`config.mk`:
```
export PLATFORM = sky130hd
export DESIGN_NAME = irq_ctl_unit
export DESIGN_NICKNAME = d
export VERILOG_FILES = /design/src/rtl/icu_pkg.sv /design/src/rtl/icu_pending.sv /design/src/rtl/icu_ctlregs.sv /design/src/rtl/icu_seq.sv /design/src/rtl/irq_ctl_unit.sv
export SDC_FILE = /design/constraint.sdc
export NUM_CORES = 1
export LEC_CHECK = 0
export BUFFER_PORTS_ARGS = -buffer_cell sky130_fd_sc_hd__buf_2
export CORE_MARGIN = 4
export CORE_UTILIZATION = 40
export CTS_BUF_LIST = sky130_fd_sc_hd__clkbuf_4 sky130_fd_sc_hd__clkbuf_8
export CTS_CLUSTER_DIAMETER = 120
export CTS_CLUSTER_SIZE = 8
export DETAILED_ROUTE_END_ITERATION = 16
export PLACE_DENSITY = 0.64
export SYNTH_ARGS = -nofsm -noshare
export SYNTH_HDL_FRONTEND = slang
export SYNTH_HIERARCHICAL = 1
export SYNTH_SLANG_ARGS = --single-unit
```
`constraint.sdc`:
```
create_clock -name clk -period 5.1 [get_ports clk]
set_clock_uncertainty 0.05 [all_clocks]
set_input_delay 1.02 -clock clk [delete_from_list [all_inputs] [get_ports clk]]
set_output_delay 1.02 -clock clk [all_outputs]
set_load 0.005 [all_outputs]
```
`src/rtl/icu_pkg.sv`:
```
package icu_pkg;

    // Control register index width and the indices the block decodes.
    localparam int CR_AW = 3;
    localparam logic [CR_AW-1:0] CR_ENABLE = 3'd0;
    localparam logic [CR_AW-1:0] CR_SAVE   = 3'd1;
    localparam logic [CR_AW-1:0] CR_MASK   = 3'd3;

    // Sequencer states: run, redirect into handler, redirect back.
    typedef enum logic [1:0] {
        ST_RUN    = 2'd0,
        ST_ENTER  = 2'd1,
        ST_RETURN = 2'd2
    } icu_state_e;

endpackage

```
`src/rtl/icu_pending.sv`:
```
module icu_pending #(
    parameter int NLINES = 32
) (
    input  logic [NLINES-1:0] irq,
    input  logic [NLINES-1:0] mask,
    input  logic              master_en,
    output logic [NLINES-1:0] pending,
    output logic              take_req
);

    // One gate per request line; no priority between them.
    for (genvar i = 0; i < NLINES; i++) begin : g_line
        assign pending[i] = irq[i] & mask[i];
    end

    assign take_req = master_en & (|pending);

endmodule

```
`src/rtl/icu_ctlregs.sv`:
```
module icu_ctlregs
    import icu_pkg::*;
#(
    parameter int XLEN   = 32,
    parameter int NLINES = 32
) (
    input  logic              clk,
    input  logic              rst_n,
    input  logic              we,
    input  logic [CR_AW-1:0]  waddr,
    input  logic [XLEN-1:0]   wdata,
    input  logic [CR_AW-1:0]  raddr,
    input  logic              enter_go,
    input  logic              ret_go,
    output logic [XLEN-1:0]   rdata,
    output logic              master_en,
    output logic [NLINES-1:0] mask
);

    logic [XLEN-1:0]   en_q, en_d;
    logic [XLEN-1:0]   save_q, save_d;
    logic [NLINES-1:0] mask_q, mask_d;

    // Software write first, then the hardware sequence on top of it.
    always_comb begin
        en_d   = en_q;
        save_d = save_q;
        mask_d = mask_q;
        if (we) begin
            unique case (waddr)
                CR_ENABLE: en_d   = wdata;
                CR_SAVE:   save_d = wdata;
                CR_MASK:   mask_d = wdata[NLINES-1:0];
                default:   ;
            endcase
        end
        if (enter_go) begin
            save_d    = en_d;
            en_d[0]   = 1'b0;
        end else if (ret_go) begin
            en_d = save_q;
        end
    end

    always_ff @(posedge clk or negedge rst_n) begin
        if (!rst_n) begin
            en_q   <= '0;
            save_q <= '0;
            mask_q <= '0;
        end else begin
            en_q   <= en_d;
            save_q <= save_d;
            mask_q <= mask_d;
        end
    end

    always_comb begin
        unique case (raddr)
            CR_ENABLE: rdata = en_q;
            CR_SAVE:   rdata = save_q;
            CR_MASK:   rdata = XLEN'(mask_q);
            default:   rdata = '0;
        endcase
    end

    assign master_en = en_q[0];
    assign mask      = mask_q;

    AST_ENTER_CLEARS_EN: assert property (@(posedge clk) disable iff (!rst_n)
        enter_go |=> !en_q[0]);

    AST_RET_RESTORES_EN: assert property (@(posedge clk) disable iff (!rst_n)
        ret_go |=> (en_q == $past(save_q)));

endmodule

```
`src/rtl/icu_seq.sv`:
```
module icu_seq
    import icu_pkg::*;
#(
    parameter int              XLEN         = 32,
    parameter logic [XLEN-1:0] HANDLER_ADDR = 32'h0000_0180
) (
    input  logic            clk,
    input  logic            rst_n,
    input  logic            insn_done,
    input  logic            eret,
    input  logic            take_req,
    input  logic [XLEN-1:0] cur_pc,
    input  logic [XLEN-1:0] ea_in,
    output logic            enter_go,
    output logic            ret_go,
    output logic            pc_load,
    output logic [XLEN-1:0] pc_target,
    output logic            ea_we,
    output logic [XLEN-1:0] ea_wdata
);

    localparam logic [XLEN-1:0] INSN_BYTES = XLEN'(4);

    icu_state_e      state_q, state_d;
    logic [XLEN-1:0] next_pc_q;
    logic [XLEN-1:0] ret_pc_q;

    // Transition decode; boundaries are seen only in ST_RUN.
    always_comb begin
        state_d  = state_q;
        enter_go = 1'b0;
        ret_go   = 1'b0;
        unique case (state_q)
            ST_RUN: begin
                if (eret) begin
                    ret_go  = 1'b1;
                    state_d = ST_RETURN;
                end else if (insn_done && take_req) begin
                    enter_go = 1'b1;
                    state_d  = ST_ENTER;
                end
            end
            ST_ENTER:  state_d = ST_RUN;
            ST_RETURN: state_d = ST_RUN;
            default:   state_d = ST_RUN;
        endcase
    end

    always_ff @(posedge clk or negedge rst_n) begin
        if (!rst_n) begin
            state_q <= ST_RUN;
        end else begin
            state_q <= state_d;
        end
    end

    always_ff @(posedge clk or negedge rst_n) begin
        if (!rst_n) begin
            next_pc_q <= '0;
            ret_pc_q  <= '0;
        end else begin
            if (enter_go) next_pc_q <= cur_pc + INSN_BYTES;
            if (ret_go)   ret_pc_q  <= ea_in;
        end
    end

    // Outputs from state.
    always_comb begin
        pc_load   = 1'b0;
        pc_target = '0;
        ea_we     = 1'b0;
        ea_wdata  = next_pc_q;
        unique case (state_q)
            ST_RUN: ;
            ST_ENTER: begin
                pc_load   = 1'b1;
                pc_target = HANDLER_ADDR;
                ea_we     = 1'b1;
            end
            ST_RETURN: begin
                pc_load   = 1'b1;
                pc_target = ret_pc_q;
            end
            default: ;
        endcase
    end

    AST_REDIRECT_ONE_CYCLE: assert property (@(posedge clk) disable iff (!rst_n)
        pc_load |=> !pc_load);

    AST_EA_IS_NEXT_PC: assert property (@(posedge clk) disable iff (!rst_n)
        enter_go |=> (ea_we && ea_wdata == $past(cur_pc) + INSN_BYTES));

endmodule

```
`src/rtl/irq_ctl_unit.sv`:
```
module irq_ctl_unit
    import icu_pkg::*;
#(
    parameter int              XLEN         = 32,
    parameter int              NLINES       = 32,
    parameter logic [XLEN-1:0] HANDLER_ADDR = 32'h0000_0180
) (
    input  logic              clk,
    input  logic              rst_n,
    input  logic [NLINES-1:0] irq,
    input  logic              insn_done,
    input  logic [XLEN-1:0]   cur_pc,
    input  logic              eret,
    input  logic [XLEN-1:0]   ea_in,
    input  logic              ctl_we,
    input  logic [2:0]        ctl_waddr,
    input  logic [XLEN-1:0]   ctl_wdata,
    input  logic [2:0]        ctl_raddr,
    output logic [XLEN-1:0]   ctl_rdata,
    output logic              pc_load,
    output logic [XLEN-1:0]   pc_target,
    output logic              ea_we,
    output logic [XLEN-1:0]   ea_wdata,
    output logic [NLINES-1:0] pending
);

    logic              master_en;
    logic [NLINES-1:0] mask;
    logic              take_req;
    logic              enter_go;
    logic              ret_go;

    icu_ctlregs #(.XLEN(XLEN), .NLINES(NLINES)) u_regs (
        .clk       (clk),
        .rst_n     (rst_n),
        .we        (ctl_we),
        .waddr     (ctl_waddr),
        .wdata     (ctl_wdata),
        .raddr     (ctl_raddr),
        .enter_go  (enter_go),
        .ret_go    (ret_go),
        .rdata     (ctl_rdata),
        .master_en (master_en),
        .mask      (mask)
    );

    icu_pending #(.NLINES(NLINES)) u_pend (
        .irq       (irq),
        .mask      (mask),
        .master_en (master_en),
        .pending   (pending),
        .take_req  (take_req)
    );

    icu_seq #(.XLEN(XLEN), .HANDLER_ADDR(HANDLER_ADDR)) u_seq (
        .clk       (clk),
        .rst_n     (rst_n),
        .insn_done (insn_done),
        .eret      (eret),
        .take_req  (take_req),
        .cur_pc    (cur_pc),
        .ea_in     (ea_in),
        .enter_go  (enter_go),
        .ret_go    (ret_go),
        .pc_load   (pc_load),
        .pc_target (pc_target),
        .ea_we     (ea_we),
        .ea_wdata  (ea_wdata)
    );

    AST_NO_TAKE_DISABLED: assert property (@(posedge clk) disable iff (!rst_n)
        (insn_done && !master_en) |=> !ea_we);

endmodule

```
Word-level counts from Yosys, hierarchy flattened:

Cells that the tools add are included.

* output and inout bits: 130
* bits of input ports: 139
* register bits: 162
* logic and storage cells: 77

* equality and inequality tests: 7
* muxes and demuxes: 20
* reduce and logical (&&, ||, !) cells: 10
* add/sub/neg operators: 1
* bitwise logic cells: 33

Operator list (number)
* $mux W32: 6
* $pmux W32 S3: 1
* $pmux W32 S2: 1
* $and A1 B1 Y1: 33
* $add A32 B3 Y32 const B: 1
* $reduce_or A32 Y1: 1
* $mux W31: 1
* $mux W1: 8
* $eq A3 B1 Y1 const B: 2
* $eq A3 B2 Y1 const B: 2
* $logic_not A3 Y1: 2
* $mux W2: 3
* $reduce_and A2 Y1: 2
* $reduce_bool A2 Y1: 2
* $ne A3 B2 Y1 const B: 1
* $eq A2 B1 Y1 const B: 1
* $eq A2 B2 Y1 const B: 1
* $logic_not A2 Y1: 1
* $reduce_or A2 Y1: 1
* $logic_and A1 B1 Y1: 1

Depth between registers and ports, before layout:

* depth after elaboration: 9
* gate-level depth with buffers: 12
* gate-level depth less buffers: 9

Cells and area by module:

Netlist, hierarchy kept.

By module, submodules not included
* icu_ctlregs: area each 4981.0 um^2, times used 1, seq. area each 2402.3 um^2, cells each 501
* icu_seq: area each 3295.7 um^2, times used 1, seq. area each 1651.6 um^2, cells each 321
* icu_pending: area each 299.0 um^2, times used 1, seq. area each 0.0 um^2, cells each 45

Least setup slack after synthesis:

OpenSTA, ideal clock, no wires.

* kind: input to register
* start point: input port irq[24]
* end point: register u_regs.en_q[22]
* data required time: 4.913 ns
* slack: 1.236 ns
* arrival time: 3.677 ns
* setup time: 0.137 ns
* stages on the path: 12
* buffers on the path: 3
* cells stage by stage: and2_1 or4_1 or4_1 o41a_1 nand4b_1 inv_1 buf_1 nand2b_1 clkbuf_1 clkbuf_1 nor2_1 a21oi_1

* cells in the longest elaborated chain, start to end: 8

RTL lines
* start: declaration: RTL line irq_ctl_unit.sv:10 `input logic [NLINES-1:0] irq,`
* $and A1 B1 Y1: RTL line icu_pending.sv:13 `assign pending[i] = irq[i] & mask[i];`
* $reduce_or A32 Y1: RTL line icu_pending.sv:16 `assign take_req = master_en & (|pending);`
* $and A1 B1 Y1: RTL line icu_pending.sv:16
* via take_req: RTL line irq_ctl_unit.sv:29 `logic take_req;`
* $logic_and A1 B1 Y1: RTL line icu_seq.sv:38 `end else if (insn_done && take_req) begin`
* $mux W1: RTL line icu_seq.sv:38
* $mux W1: RTL line icu_seq.sv:35 `if (eret) begin`
* $mux W1: RTL line icu_seq.sv:33 `unique case (state_q)`
* via enter_go: RTL line irq_ctl_unit.sv:30 `logic enter_go;`
* $mux W31: RTL line icu_ctlregs.sv:37 `if (enter_go) begin`
* via u_regs.en_d[22]: RTL line icu_ctlregs.sv:20 `logic [XLEN-1:0] en_q, en_d;`
* end signal: assignment: RTL line icu_ctlregs.sv:51 `en_q <= en_d;`
* end: declaration: RTL line icu_ctlregs.sv:20

The timed path passes the listed nets, and every way through them passes these cells.
A chain may end at the register's enable or synchronous reset.

Worst setup path after layout:

* start point: input port irq[27]
* end point: register u_regs.en_q[17]

The elaborated chain is that of the path after synthesis.

==> flow_metrics.py <==
metrics = {
    "yosys": {
        "netlist_instances": 867,
        "synth_area_leaders": "dfrtp_1, mux2_2, mux2i_1",
        "yosys_most_used_dff": "dfrtp_1",
        "post-synth-top-count-cell": "dfrtp_1",
        "ys_async_sr_fraction": 1.00,
        "synth_nets": 1010,
        "synth_enable_flop_cells": 0,
        "avgSynthCellArea_um2": 9.89,
        "synth.mux.area_fraction": 0.160,
        "yosys_warnings": 6,
        "synth_seq_cells": 162,
        "syn_area_um2": 8580,
        "synthAdderAreaFrac": 0.00584,
        "synth_compound_gate_area_share": 0.118,
        "synth_top_family_by_area": "simple AND/OR/NAND/NOR gates",
        "area_share_of_and_or_nand_nor_cells_after_synthesis": 0.193,
        "synth_top_area_share": 0.473,
        "unique_cell_type_count_in_the_yosys_netlist": 47,
        "synth-xor-area-share": 0.0143,
        "yosysSeqAreaShare": 0.473,
        "cell_taking_the_most_area_after_synthesis": "dfrtp_1",
        "synthTopCellsByCount": "dfrtp_1, nand2_1, a21oi_1",
    },
    "drt": {
        "wire_per_inst_um": 17.5,
        "detailroute.via_count": 7463,
        "post_detailed_routing_wire_length_mm": 24.4,
        "route.detailed.vias_per_inst": 5.33,
        "detail_route.iter0.violations": 453,
        "ant_nets": 0,
        "firstDrtPassIters": 7,
        "drc": 0,
    },
    "critical_path": {
        "critical_path.reg2reg.startpoint": "u_regs/mask[27]",
        "worstPathArrival_ps": 3970,
        "required_ps": 5350,
        "cp-start-kind": "input pin",
        "critPathKind": "input pin to flip-flop",
        "worst_r2r_path_depth": 10,
        "worstReg2RegEnd": "u_regs/en_q[17]",
        "setup.worst_path.start": "irq[27]",
        "timing.critical_path.fanout_max": 62,
        "r2r_slack_ps": 1650,
        "cp-end-kind": "flip-flop",
    },
    "hold_path": {
        "min_delay_path_depth": 2,
        "worst_hold_startpoint": "u_seq/ea_wdata[4]",
        "holdPathEnd": "u_seq/ea_wdata[4]",
        "hold_path_class": "flip-flop to flip-flop",
    },
    "cells_and_area": {
        "fillerInstances": 2035,
        "final_layout_size_suffix_gt1_frac": 0.381,
        "nets": 1253,
        "syn2layout_area_growth_pct": 22.7,
        "final_cell_count_no_fill": 1399,
    },
    "sta": {
        "post-route-period-util": 0.729,
        "grt_setup_unrepaired": "no",
        "setup-tns-final_ps": 0,
        "whs_ps": 436,
        "min_period_ps": 3720,
        "tightest_slew_ps": 1030,
        "slew_headroom": 0.311,
        "count_of_endpoints_failing_hold_in_the_final_timing_report": 0,
        "final-setup-viol-count": 0,
        "max_freq_mhz": 269,
        "pins_over_slew_limit": 0,
    },
    "power_and_ir_drop": {
        "cellPowerDensity_nw_per_um2": 468,
        "p_sw_frac": 0.358,
        "total_leakage_power_nw": 5.10,
        "power_report.internal_total_mw": 3.17,
        "comb_power_share": 0.362,
        "peakVddDrop_mv": 0.235,
        "sequentialPowerShare": 0.445,
        "power.switching_mw": 1.76,
        "relative_contribution_of_the_clock_network_to_total_power": 0.193,
    },
    "clocking": {
        "cts_tree": "yes",
        "clk_pin_slew_ps": 90,
        "post-cts-setup-buffers": 0,
        "numCtsBuffers": 17,
        "clock_tree.htree_level_count": 4,
        "cts_root_buffer": "clkbuf_8",
        "worst_skew_pair.late_latency_ps": 460,
        "clock-sinks": 162,
        "cts.path.max_buffers": 2,
        "cts_hold_buf": 0,
        "post_cts_resize_count": 0,
    },
    "placed_design": {
        "port_buffers": 268,
        "dp_hpwl_mm": 17.3,
        "dp_cells": 1366,
        "globalplace.congestion": 0.774,
    },
    "status": {
        "run_status": "completed",
    },
    "floorplanning": {
        "die_x_um": 154,
        "floorplan.core_area_um2": 21100,
        "start_util": 0.407,
        "design.die.area_um2": 23800,
        "std_cell_rows": 53,
        "num_io_pins": 269,
        "chip_height_um": 154,
    },
    "global_route": {
        "grt_antenna_before_repair": 2,
        "grt_pass1_wl_mm": 38.9,
        "grt_use_total": 0.201,
        "grt_start_max_net_pins": 93,
        "global_route.overflow_total": 0,
        "first_global_vias": 7345,
    },
    "job": {
        "cap_viol_max_count": 0,
    },
}
-- worst max path at each step --
stage,end,cells after the start
CTS,u_regs/en_q[17],11
floorplan,u_regs/en_q[22],12
global route,u_regs/en_q[21],11
finish,u_regs/en_q[17],11
detailed placement,u_regs/en_q[24],11
global placement,u_regs/en_q[5],11
-- metrics by stage --
stage / worst slack (ps) / power, mW / util / cell area [um^2]
CTS: 1420 / 4.98 / 0.499 / 10500
floorplan: 1240 / 3.29 / - / 8580
finish: 1380 / 4.93 / 0.499 / 10500
global route: 1190 / 5.32 / 0.499 / 10500
detailed placement: 917 / 4.01 / 0.480 / 10100
global placement: 965 / 3.96 / 0.480 / 10100
-- final cells by class --
class / count / area [um^2] / area share
multi-input cells: 635 / 4230 / 0.402
clock buffers: 17 / 234 / 0.0222
flip-flops and latches: 162 / 4050 / 0.385
clock inverters: 15 / 156 / 0.0149
repair buffers: 283 / 1460 / 0.139
well taps: 275 / 344 / 0.0327
diodes: 1 / 2.50 / 0.000238
inverters: 11 / 41.3 / 0.00392
-- worst max-delay path: stages --
cell and delay, ps:
buf_2 100, and2_4 140, or4_1 500, or4_1 580, o41a_1 440, nand4b_1 140
inv_2 220, nand2b_2 260, buf_4 320, nor2_1 160, a21oi_1 60
-- per-layer routing --
layer	track usage	up-vias	wire, um
met5	0	-	21
met4	0.0484	4	323
met3	0.0658	24	1890
met2	0.333	242	11700
met1	0.258	3640	10500
li1	-	3553	-
-- layout by cell type (no fill, tap or decap), types with 4 or more instances in the layout --
cell type and instances:
nand2_1 101, and2_1 32, nand3_1 7, xor2_1 4
inv_6 4, nor4_1 4, dfrtp_1 162, mux2_2 65
mux2i_1 64, clkbuf_8 17, inv_1 10, o21ai_0 21
or3_1 8, nor2_1 48, o31ai_1 5, clkinv_2 4
nand4_1 7, a31oi_1 14, xnor2_1 10, or4_1 13
a21oi_1 98, buf_4 15, ha_1 4, or2_2 37
and3_1 32, a22oi_1 32, buf_2 267
-- kinds of logic after synthesis --
family | after synthesis
buf+inv | 70
mux | 129
fa+ha+maj | 4
simple gates | 312
flops | 162
xor+xnor | 14
compound gates | 176
-- sequential cells by signal (all words and copies together) (netlist names) --
name            flops
u_seq/ret_pc_q     32
u_seq/ea_wdata     32
u_regs/save_q      32
u_regs/en_q        32
u_seq/state_q       2
u_regs/mask        32
-- power groups by stage --
stage | registers (mW) | clock network (mW) | logic, mW
after global placement | 2.19 | 0 | 1.77
after CTS | 2.19 | 0.982 | 1.80
after floorplan | 2.13 | 0 | 1.16
after global routing | 2.27 | 1.04 | 2.01
final | 2.19 | 0.953 | 1.78
after detailed placement | 2.21 | 0 | 1.80
(Power assumes the default switching activity.)
